<file path="config.mk">
export PLATFORM = sky130hd
export DESIGN_NAME = frame_clock_gen
export DESIGN_NICKNAME = d
export VERILOG_FILES = /design/src/rtl/fcg_pkg.sv /design/src/rtl/fcg_edge_detect.sv /design/src/rtl/fcg_bit_divider.sv /design/src/rtl/fcg_frame_timer.sv /design/src/rtl/frame_clock_gen.sv
export SDC_FILE = /design/constraint.sdc
export NUM_CORES = 1
export LEC_CHECK = 0
export CAP_MARGIN = 20
export CORE_ASPECT_RATIO = 1.4
export CORE_MARGIN = 2
export CORE_UTILIZATION = 46
export DETAILED_ROUTE_END_ITERATION = 10
export MAX_ROUTING_LAYER = met4
export PLACE_DENSITY = 0.72
export SETUP_SLACK_MARGIN = 0.4
export SLEW_MARGIN = 10
export SYNTH_ARGS = -nofsm -noshare
export SYNTH_HDL_FRONTEND = slang
export SYNTH_SLANG_ARGS = --single-unit
</file>
<file path="constraint.sdc">
create_clock -name clk -period 5.2 [get_ports clk]
set_input_delay 0.78 -clock clk [delete_from_list [all_inputs] [get_ports clk]]
set_output_delay 0.78 -clock clk [all_outputs]
set_load 0.05 [all_outputs]
</file>
<file path="src/rtl/fcg_pkg.sv">
// Shared types of the bit-clock / frame-sync generator.
package fcg_pkg;
    // Source of bit-clock timing.
    typedef enum logic [1:0] {
        MODE_INT   = 2'd0,
        MODE_EXT   = 2'd1,
        MODE_SLAVE = 2'd2,
        MODE_BAD   = 2'd3
    } bclk_mode_e;
endpackage

</file>
<file path="src/rtl/fcg_edge_detect.sv">
// Two-flop synchronizer plus rising-edge detector for an asynchronous pad.
// Assumes the pad stays high and low for at least two clk cycles each.
module fcg_edge_detect (
    input  logic clk,
    input  logic rst_n,
    input  logic pad,
    output logic rise
);
    logic [2:0] sh;

    // Shift the pad through the synchronizer and the history stage.
    always_ff @(posedge clk) begin
        if (!rst_n) sh <= '0;
        else        sh <= {sh[1:0], pad};
    end

    assign rise = sh[1] & ~sh[2];
endmodule

</file>
<file path="src/rtl/fcg_bit_divider.sv">
// Divides reference ticks by div_lim+1 and gives the bit-clock phase.
// Assumes that clear is held whenever the generator is not running.
module fcg_bit_divider #(
    parameter int DIV_W = 8
) (
    input  logic             clk,
    input  logic             rst_n,
    input  logic             clear,
    input  logic             step,
    input  logic [DIV_W-1:0] div_lim,
    output logic             bit_end,
    output logic             phase_hi
);
    logic [DIV_W-1:0] dcnt;
    logic [DIV_W:0]   half;

    // Count reference ticks within one bit period.
    always_ff @(posedge clk) begin
        if (!rst_n || clear)  dcnt <= '0;
        else if (step)        dcnt <= (dcnt == div_lim) ? '0 : dcnt + 1'b1;
    end

    // The low phase lasts floor((div_lim+1)/2) ticks.
    always_comb begin
        half = ({1'b0, div_lim} + 1'b1) >> 1;
    end

    assign bit_end  = step && (dcnt == div_lim);
    assign phase_hi = ({1'b0, dcnt} >= half);

    a_r1_count_in_range: assert property (@(posedge clk) disable iff (!rst_n)
        dcnt <= div_lim);
endmodule

</file>
<file path="src/rtl/fcg_frame_timer.sv">
// Counts bit periods into frames and holds the working copy of the timing
// fields, which it loads at start and at each frame boundary.
// Assumes WID_W < PER_W.
module fcg_frame_timer #(
    parameter int DIV_W = 8,
    parameter int PER_W = 12,
    parameter int WID_W = 8
) (
    input  logic             clk,
    input  logic             rst_n,
    input  logic             running,
    input  logic             enable,
    input  logic             bit_end,
    input  logic [DIV_W-1:0] cfg_div,
    input  logic [PER_W-1:0] cfg_period,
    input  logic [WID_W-1:0] cfg_width,
    output logic [DIV_W-1:0] div_s,
    output logic             fs_act
);
    logic [PER_W-1:0] fcnt;
    logic [PER_W-1:0] per_s;
    logic [WID_W-1:0] wid_s;
    logic [WID_W-1:0] wid_clamped;
    logic             wrap;

    // Limit the width to at most period-1, or to 0 for a one-bit frame.
    always_comb begin
        if (cfg_period == '0)
            wid_clamped = '0;
        else if ({{(PER_W-WID_W){1'b0}}, cfg_width} >= cfg_period)
            wid_clamped = WID_W'(cfg_period - 1'b1);
        else
            wid_clamped = cfg_width;
    end

    assign wrap = bit_end && (fcnt == per_s);

    // Frame position counter with shadow loads at start and at the wrap.
    always_ff @(posedge clk) begin
        if (!rst_n) begin
            fcnt  <= '0;
            per_s <= '0;
            wid_s <= '0;
            div_s <= '0;
        end else if (!running) begin
            fcnt <= '0;
            if (enable) begin
                per_s <= cfg_period;
                wid_s <= wid_clamped;
                div_s <= cfg_div;
            end
        end else if (bit_end) begin
            if (wrap) begin
                fcnt  <= '0;
                per_s <= cfg_period;
                wid_s <= wid_clamped;
                div_s <= cfg_div;
            end else begin
                fcnt <= fcnt + 1'b1;
            end
        end
    end

    assign fs_act = running && (fcnt <= {{(PER_W-WID_W){1'b0}}, wid_s});

    a_r2_frame_in_range: assert property (@(posedge clk) disable iff (!rst_n)
        fcnt <= per_s);
    a_r3_width_below_period: assert property (@(posedge clk) disable iff (!rst_n)
        (per_s == '0) || ({{(PER_W-WID_W){1'b0}}, wid_s} < per_s));
    a_r5_hold_inside_frame: assert property (@(posedge clk) disable iff (!rst_n)
        (running && !wrap) |=> ($stable(per_s) && $stable(wid_s) && $stable(div_s)));
endmodule

</file>
<file path="src/rtl/frame_clock_gen.sv">
// Top: bit-clock and frame-sync generator for a serial audio port.
// Chooses the reference, drives the divider and the frame timer, applies the
// polarities, sets the pad enables and checks the programmed values.
// Assumes the mode and polarity inputs stay static while enabled.
module frame_clock_gen
    import fcg_pkg::*;
#(
    parameter int DIV_W = 8,
    parameter int PER_W = 12,
    parameter int WID_W = 8,
    parameter int WL_W  = 6,
    parameter int CH_W  = 5
) (
    input  logic             clk,
    input  logic             rst_n,
    input  logic             enable,
    input  logic [DIV_W-1:0] cfg_div,
    input  logic [PER_W-1:0] cfg_period,
    input  logic [WID_W-1:0] cfg_width,
    input  logic [1:0]       cfg_bclk_mode,
    input  logic             cfg_fs_drive,
    input  logic             cfg_bclk_inv,
    input  logic             cfg_fs_inv,
    input  logic [WL_W-1:0]  cfg_word_len,
    input  logic [CH_W-1:0]  cfg_chans,
    input  logic             bclk_pad_in,
    output logic             bclk_out,
    output logic             bclk_oe,
    output logic             fs_out,
    output logic             fs_oe,
    output logic             cfg_err
);
    localparam int NEED_W = WL_W + CH_W;
    localparam int CMP_W  = (NEED_W > PER_W + 1) ? NEED_W : PER_W + 1;

    bclk_mode_e       mode;
    logic             running;
    logic             pad_rise;
    logic             div_step;
    logic             div_end;
    logic             bit_end;
    logic             phase_hi;
    logic             bclk_raw;
    logic             fs_raw;
    logic [DIV_W-1:0] div_s;
    logic [NEED_W-1:0] need_bits;
    logic [PER_W:0]   frame_bits;

    assign mode = bclk_mode_e'(cfg_bclk_mode);

    // Run flag: set by the first edge that sees enable, cleared without it.
    always_ff @(posedge clk) begin
        if (!rst_n) running <= 1'b0;
        else        running <= enable;
    end

    fcg_edge_detect u_pad (
        .clk   (clk),
        .rst_n (rst_n),
        .pad   (bclk_pad_in),
        .rise  (pad_rise)
    );

    // Reference tick: every clock internally, else one per pad rising edge.
    always_comb begin
        div_step = running && ((mode == MODE_INT) ? 1'b1 : pad_rise);
    end

    fcg_bit_divider #(.DIV_W(DIV_W)) u_div (
        .clk      (clk),
        .rst_n    (rst_n),
        .clear    (!running),
        .step     (div_step),
        .div_lim  (div_s),
        .bit_end  (div_end),
        .phase_hi (phase_hi)
    );

    // Bit boundary: from the divider in master modes, from the pad in slave.
    always_comb begin
        if (mode == MODE_INT || mode == MODE_EXT) bit_end = div_end;
        else                                      bit_end = running && pad_rise;
    end

    fcg_frame_timer #(.DIV_W(DIV_W), .PER_W(PER_W), .WID_W(WID_W)) u_frm (
        .clk        (clk),
        .rst_n      (rst_n),
        .running    (running),
        .enable     (enable),
        .bit_end    (bit_end),
        .cfg_div    (cfg_div),
        .cfg_period (cfg_period),
        .cfg_width  (cfg_width),
        .div_s      (div_s),
        .fs_act     (fs_raw)
    );

    // Raw bit clock exists only when this block times the bits.
    always_comb begin
        bclk_raw = running && phase_hi && (mode == MODE_INT || mode == MODE_EXT);
    end

    assign bclk_out = bclk_raw ^ cfg_bclk_inv;
    assign fs_out   = fs_raw ^ cfg_fs_inv;
    assign bclk_oe  = (mode == MODE_INT);
    assign fs_oe    = cfg_fs_drive;

    // Programmed-value check: bandwidth, divide ratio and mode code.
    always_comb begin
        need_bits  = NEED_W'(cfg_word_len) * NEED_W'(cfg_chans);
        frame_bits = {1'b0, cfg_period} + 1'b1;
        cfg_err    = (CMP_W'(frame_bits) < CMP_W'(need_bits))
                   || ((cfg_div == '0) && (mode == MODE_INT || mode == MODE_EXT))
                   || (mode == MODE_BAD);
    end

    a_r4_first_strobe: assert property (@(posedge clk) disable iff (!rst_n)
        $rose(enable) |=> (fs_raw && !bclk_raw));
    a_r4_idle_quiet: assert property (@(posedge clk) disable iff (!rst_n)
        !running |-> (!fs_raw && !bclk_raw));
    a_r7_pad_drive: assert property (@(posedge clk) disable iff (!rst_n)
        bclk_oe |-> (cfg_bclk_mode == 2'd0));
    a_r9_slave_no_clock: assert property (@(posedge clk) disable iff (!rst_n)
        (mode == MODE_SLAVE) |-> !bclk_raw);
endmodule

</file>
==> out/results.ini, run 1 <==
[synthesis]
yosys.area.top_type=dfxtp_1
synth_xor_area_share_pct=13.1
synth.most_common_cell=ha_1
syn-num-nets=628
synth_compound_area_share_pct=10.4
synth_area_per_cell_um2=8.80
yosys_register_bits=52
synth_mux_area_share_pct=6.47
syn_area_um2=4490
yosysTopAreaCellShare_pct=23.2
synth_top_family_by_area=adder cells
yosys.area_share.simple_pct=20.4
ys_types=47
synth_flop_cell=dfxtp_1
synth-edff-count=0
syn_inst=510
synthAdderAreaFrac_pct=21.5
async_reset_ff_share_pct=0
yosysWarnings=0
yosys-top-cells-area=dfxtp_1, ha_1, xnor2_1
seq_area_frac_synth_pct=23.2
netlist_top_cells_count=ha_1, dfxtp_1, xnor2_1, inv_1, nor2_1

[sta]
clock_skew_ns=0.00377
drv_slew=0
tightest_slew_ns=0.977
rsz0062_at_grt=yes
finalSetupViolations=1
final_hold_viol_count=0
setup_ws_ns=-0.339
period_minus_slack_ns=5.54
slew_headroom_pct=33.8
fmax_mhz=181
period_share_pct=107

[pwr]
p_per_area_nw_per_um2=243
p_leak_uw=0.00237
power.total_uw=1350
worst_ir_drop_vdd_mv=0.120

[detailed_routing]
drc_errors=0
wl_per_cell_um=15.0
drt-initial-drc-count=89
via_count=3782
ant_nets=0
drt-met1-wl_um=4140
dr_wl_met3_um=233
routed_wl_um=10400
dr.pass1.iters=4
met2WireLength_um=5770
highest_layer=met4
viasPerCell=5.47

[floorplanning]
placementRows=42
ioPinCount=53
fp.dieArea_um2=10600
die_h_um=121
coreArea_um2=9460
start_util_pct=47.4
die_w_um=87.5

[placement]
dp.cells=683
gp_congestion=0.890
port_buffers=50
dp_hpwl_um=8540
preCtsSetupSlack_ns=-0.823

[clock_network]
cts.sinks=52
clk_latency_ns=0.30
cts-root-buf=clkbuf_16
cts_tree=built
cts.clk_slew.worst_paths_ns=0.07
cts-htree-levels=2
cts_buffers=5
cts.path.max_buffers=2

[cells_and_area]
final_layout_size_suffix_gt1_share_pct=12.4
final_cells=692
nets=699
antenna_cells=0
syn2layout_area_growth_pct=23.4
nFillCells=862

[hold_path]
min_from=u_pad.sh[0]
hold_class=flop to flop

[run_status]
violations=setup timing
status=complete, but fails checks

[global_routing]
grt_first_pass_wirelength_um=17700
first_global_vias=3861
grt_overflow_total=0
grt_max_degree=29
grt_use_total_pct=21.6
antenna_found_initial=0

[worst_setup_path]
critPathKind=primary input to output port
cp.arrival_ns=4.76
cp-start-kind=primary input
rr_startpoint=u_pad.sh[1]
crit_required_ns=4.42
worstSetupStartpoint=cfg_word_len[2]
worstPathMaxFanout=4
crit_path_end_kind=output port

[run]
drv_cap=0

## final cells by class
class	count	area, um^2	share of cell area, %
Timing Repair Buffer	80	726	13.1
Sequential cell	52	1040	18.8
Multi-Input combinational cell	403	3300	59.7
Clock buffer	7	153	2.76
Tap cell	110	138	2.49
Inverter	39	146	2.64
Clock inverter	1	30.0	0.542
## where the power goes
group | leakage (uW) | switching (uW) | internal [uW]
registers | 0.000423 | 19.8 | 420
clock network | 0.0000901 | 147 | 254
logic | 0.00185 | 243 | 263
total | 0.00237 | 410 | 936
## cell usage in the layout (no fill, tap or decap), drive strengths merged, types with 10 or more instances in the layout
| cell | count |
|---|---|
| a21o | 10 |
| a21oi | 15 |
| and2 | 28 |
| buf | 37 |
| clkdlybuf4s50 | 42 |
| dfxtp | 52 |
| fa | 12 |
| ha | 58 |
| inv | 39 |
| mux2i | 29 |
| nand2 | 21 |
| nand3 | 15 |
| nand4 | 13 |
| nor2 | 33 |
| nor2b | 25 |
| o21ai | 17 |
| xnor2 | 41 |
| xor2 | 25 |
## cell families (layout without fill, tap and decap cells)
logic type / count (synthesis) / count (layout)
and+or+nand+nor: 168 / 168
muxes: 29 / 29
buffers and inverters: 55 / 127
adders and majority gates: 70 / 70
xor gates and xnor gates: 66 / 66
DFF: 52 / 52
AOI/OAI and AO/OA: 70 / 70
## final timing paths
path,cells after the start,slack (ns),end
hold / removal,1,0.45,u_pad.sh[1]
setup reg to reg,7,2.80,u_frm.per_s[2]
setup / recovery,19,-0.34,cfg_err
hold reg to reg,1,0.45,u_pad.sh[1]
## repair_timing
action,CTS,global route
endpoints found under the setup margin,1,1
buffers inserted,1,0
pin swaps,15,9
hold buffers,0,0
gates resized for setup,31,12
## routing by layer
| layer | up-vias | track usage, % |
|---|---|---|
| met3 | 27 | 2.25 |
| li1 | 1901 | - |
| met2 | 87 | 40.1 |
| met1 | 1767 | 22.8 |
| met5 | - | - |
| met4 | 0 | 8.65 |
## flip-flops by register name, summed over array words and instances, names as in the netlist
signal / cells
u_frm.fcnt: 12
u_frm.per_s: 12
u_div.dcnt: 8
u_frm.div_s: 8
u_frm.wid_s: 8
u_pad.sh: 3
running: 1
## critical path, cell delays in order
cell and delay, ns:
buf_4 0.13, and2_4 0.16, fa_1 0.51, inv_1 0.05
fa_1 0.45, fa_1 0.50, inv_2 0.05, ha_4 0.24
nor2b_1 0.12, o21a_1 0.19, nor2_2 0.09, xor2_1 0.15
ha_1 0.26, a21o_1 0.16, a21o_1 0.17, a21o_1 0.18
a221oi_2 0.23, a221o_2 0.21, buf_12 0.13
## through the flow
stage                     TNS [ns]  utilization [%]  area [um^2]  hold slack, ns
after CTS                   -0.505             58.3         5520           0.448
after global placement      -0.782             56.3         5330           0.429
after detailed placement    -0.823             56.3         5330           0.431
after global routing        -0.543             58.5         5540           0.459
after floorplan             -0.108                -         4530           0.412
final                       -0.339             58.5         5540           0.447
Note: power is estimated with default switching activity, not from simulation.
==> run 2: changes to the inputs <==
- TNS_END_PERCENT: default -> 10
==> results of run 2 <==
The final DEF is identical to that of run 1; final timing and power are the same.
==> run 3: changes to the inputs <==
- CORE_MARGIN: 2 -> default
==> out/results.ini, run 3 (synthesis gave the netlist of run 1 again) <==
[run_status]
status=complete, but fails checks  ; unchanged
violations=setup timing  ; unchanged

[cells_and_area]
antenna_cells=0  ; unchanged
layout_common_cells=ha_1, dfxtp_1, clkdlybuf4s50_1, xnor2_1, inv_1  ; unchanged
final_layout_size_suffix_gt1_share_pct=12.5  ; was 12.4%
final_area_um2=5530  ; was 5540 um^2
final_common_cell=ha_1  ; unchanged
nets=701  ; was 699
syn2layout_area_growth_pct=23.2  ; was 23.4%
largestRegisters=u_frm.fcnt: 12 flops, u_frm.per_s: 12 flops  ; unchanged

[detailed_routing]
drt-initial-drc-count=73  ; was 89
routed_wl_um=10200  ; was 10400 um
wl_per_cell_um=14.7  ; was 15.0 um
drc_errors=0  ; unchanged
ant_nets=0  ; unchanged
viasPerCell=5.39  ; was 5.47
dr.pass1.iters=5  ; was 4
via_count=3744  ; was 3782

[global_routing]
grt_use_met2_pct=42.3  ; was 40.1%
antenna_found_initial=0  ; unchanged
met3_usage_pct=2.49  ; was 2.25%
grt_max_degree=29  ; unchanged
grt_first_pass_wirelength_um=17400  ; was 17700 um
first_global_vias=3905  ; was 3861
grt_overflow_total=0  ; unchanged
grt_use_total_pct=21.9  ; was 21.6%
grtUsageMet1_pct=22.1  ; was 22.8%
busiest_layer=met2  ; unchanged

[sta]
slew_headroom_pct=35.6  ; was 33.8%
final_hold_viol_count=0  ; unchanged
clock_skew_ns=0.00279  ; was 0.00377 ns
period_share_pct=107  ; about the same
period_minus_slack_ns=5.57  ; was 5.54 ns
rsz0062_at_grt=yes  ; unchanged
setup_ws_ns=-0.371  ; was -0.339 ns
finalSetupViolations=1  ; unchanged
tightest_slew_ns=0.951  ; was 0.977 ns
fmax_mhz=180  ; was 181 MHz
drv_slew=0  ; unchanged

[clock_network]
cts-htree-levels=2  ; unchanged
cts.path.max_buffers=2  ; unchanged
cts_buffers=5  ; unchanged
cts-root-buf=clkbuf_16  ; unchanged
cts_tree=built  ; unchanged
clk_latency_ns=0.29  ; was 0.30 ns
cts.sinks=52  ; unchanged
cts.clk_slew.worst_paths_ns=0.06  ; was 0.07 ns

[pwr]
worst_ir_drop_vdd_mv=0.122  ; was 0.120 mV
p_leak_uw=0.00238  ; was 0.00237 uW
p_per_area_nw_per_um2=241  ; was 243 nW/um^2

[placement]
preCtsSetupSlack_ns=-0.855  ; was -0.823 ns
placed_cell_area_um2=5320  ; was 5330 um^2
gp_congestion=0.858  ; was 0.890
port_buffers=50  ; unchanged
dp_hpwl_um=8390  ; was 8540 um

[floorplanning]
fp.dieArea_um2=10200  ; was 10600 um^2
die_h_um=119  ; was 121 um
coreArea_um2=9460  ; unchanged
ioPinCount=53  ; unchanged
die_w_um=85.5  ; was 87.5 um
placementRows=42  ; unchanged
start_util_pct=47.4  ; unchanged

[worst_setup_path]
crit_path_end_kind=output port  ; unchanged
path_buf_inv=4  ; unchanged
max_stage_delay_ns=0.55  ; was 0.51 ns
cp.arrival_ns=4.79  ; was 4.76 ns
cpLargestDelayFamily=adder cells  ; unchanged
worstSetupStartpoint=cfg_chans[3]  ; was cfg_word_len[2]
cp-start-kind=primary input  ; unchanged
crit_required_ns=4.42  ; about the same
rr_startpoint=u_pad.sh[1]  ; unchanged
worstPathMaxFanout=3  ; was 4
critPathSlowestCell=fa_1  ; unchanged
path_cells=buf_8, and2_4, fa_1, inv_2, fa_1, fa_1, inv_2, ha_4, nor2b_1, o21a_1, nor2_2, xor2_1, ha_1, a21o_1, a21o_1, a21o_1, a221oi_2, a221o_2, buf_12  ; was buf_4, and2_4, fa_1, inv_1, fa_1, fa_1, inv_2, ha_4, nor2b_1, o21a_1, nor2_2, xor2_1, ha_1, a21o_1, a21o_1, a21o_1, a221oi_2, a221o_2, buf_12
critPathKind=primary input to output port  ; unchanged

[hold_path]
hold_class=flop to flop  ; unchanged
min_from=u_pad.sh[0]  ; unchanged

[run]
drv_cap=0  ; unchanged

==> run 3: path summary, 6_finish.rpt <==
kind | to | slack [ns] | depth (start not counted)
worst min register to register | u_pad.sh[1] | 0.45 | 1
worst min-delay path | u_pad.sh[1] | 0.45 | 1
worst max register to register | u_frm.per_s[4] | 2.78 | 7
worst max-delay path | cfg_err | -0.37 | 19
==> run 3: routing by layer <==
layer,routed length [um],vias to the layer above
li1,-,1910
met1,4110,1765
met2,5660,50
met3,178,19
met4,234,0
met5,0,-
==> run 3: worst reg2reg max path: stages (launching register included) <==
cell     delay, ns
dfxtp_1       0.31
nor2b_1       0.15
and3_1        0.30
or2_2         0.33
o22ai_2       0.59
buf_4         0.35
mux2i_1       0.23
nor2b_1       0.06
==> run 3: cell type report <==
class / count / area (um^2)
Sequential cell: 52 / 1040
Timing Repair Buffer: 82 / 741
Clock inverter: 3 / 42.5
Multi-Input combinational cell: 403 / 3290
Clock buffer: 5 / 125
Tap cell: 110 / 138
Inverter: 39 / 146
Fill cell: 850 / 3930
==> run 3: repair_timing <==
action | 4_1_cts | 5_1_grt
gates resized for setup | 34 | 9
setup endpoints to repair | 1 | 1
setup buffers | 3 | 1
pin swaps | 25 | 12
cloned | 0 | 0
hold buffers | 0 | 0
==> run 3: power by group <==
| group | switching (uW) | leakage [uW] | internal, uW |
|---|---|---|---|
| clock network | 147 | 0.0000798 | 226 |
| registers | 20.0 | 0.000423 | 420 |
| logic | 246 | 0.00187 | 275 |
==> run 3: through the flow <==
stage          hold slack (ns)  TNS (ns)  util [%]  cells  total power [uW]
3_3_place_gp             0.429    -0.785      56.2    682               928
2_1_floorplan            0.412    -0.108         -    510               780
4_1_cts                  0.447    -0.510      58.2    693              1330
5_1_grt                  0.455    -0.564      58.4    694              1420
6_report                 0.446    -0.371      58.4    694              1330
3_5_place_dp             0.422    -0.855      56.2    682               950
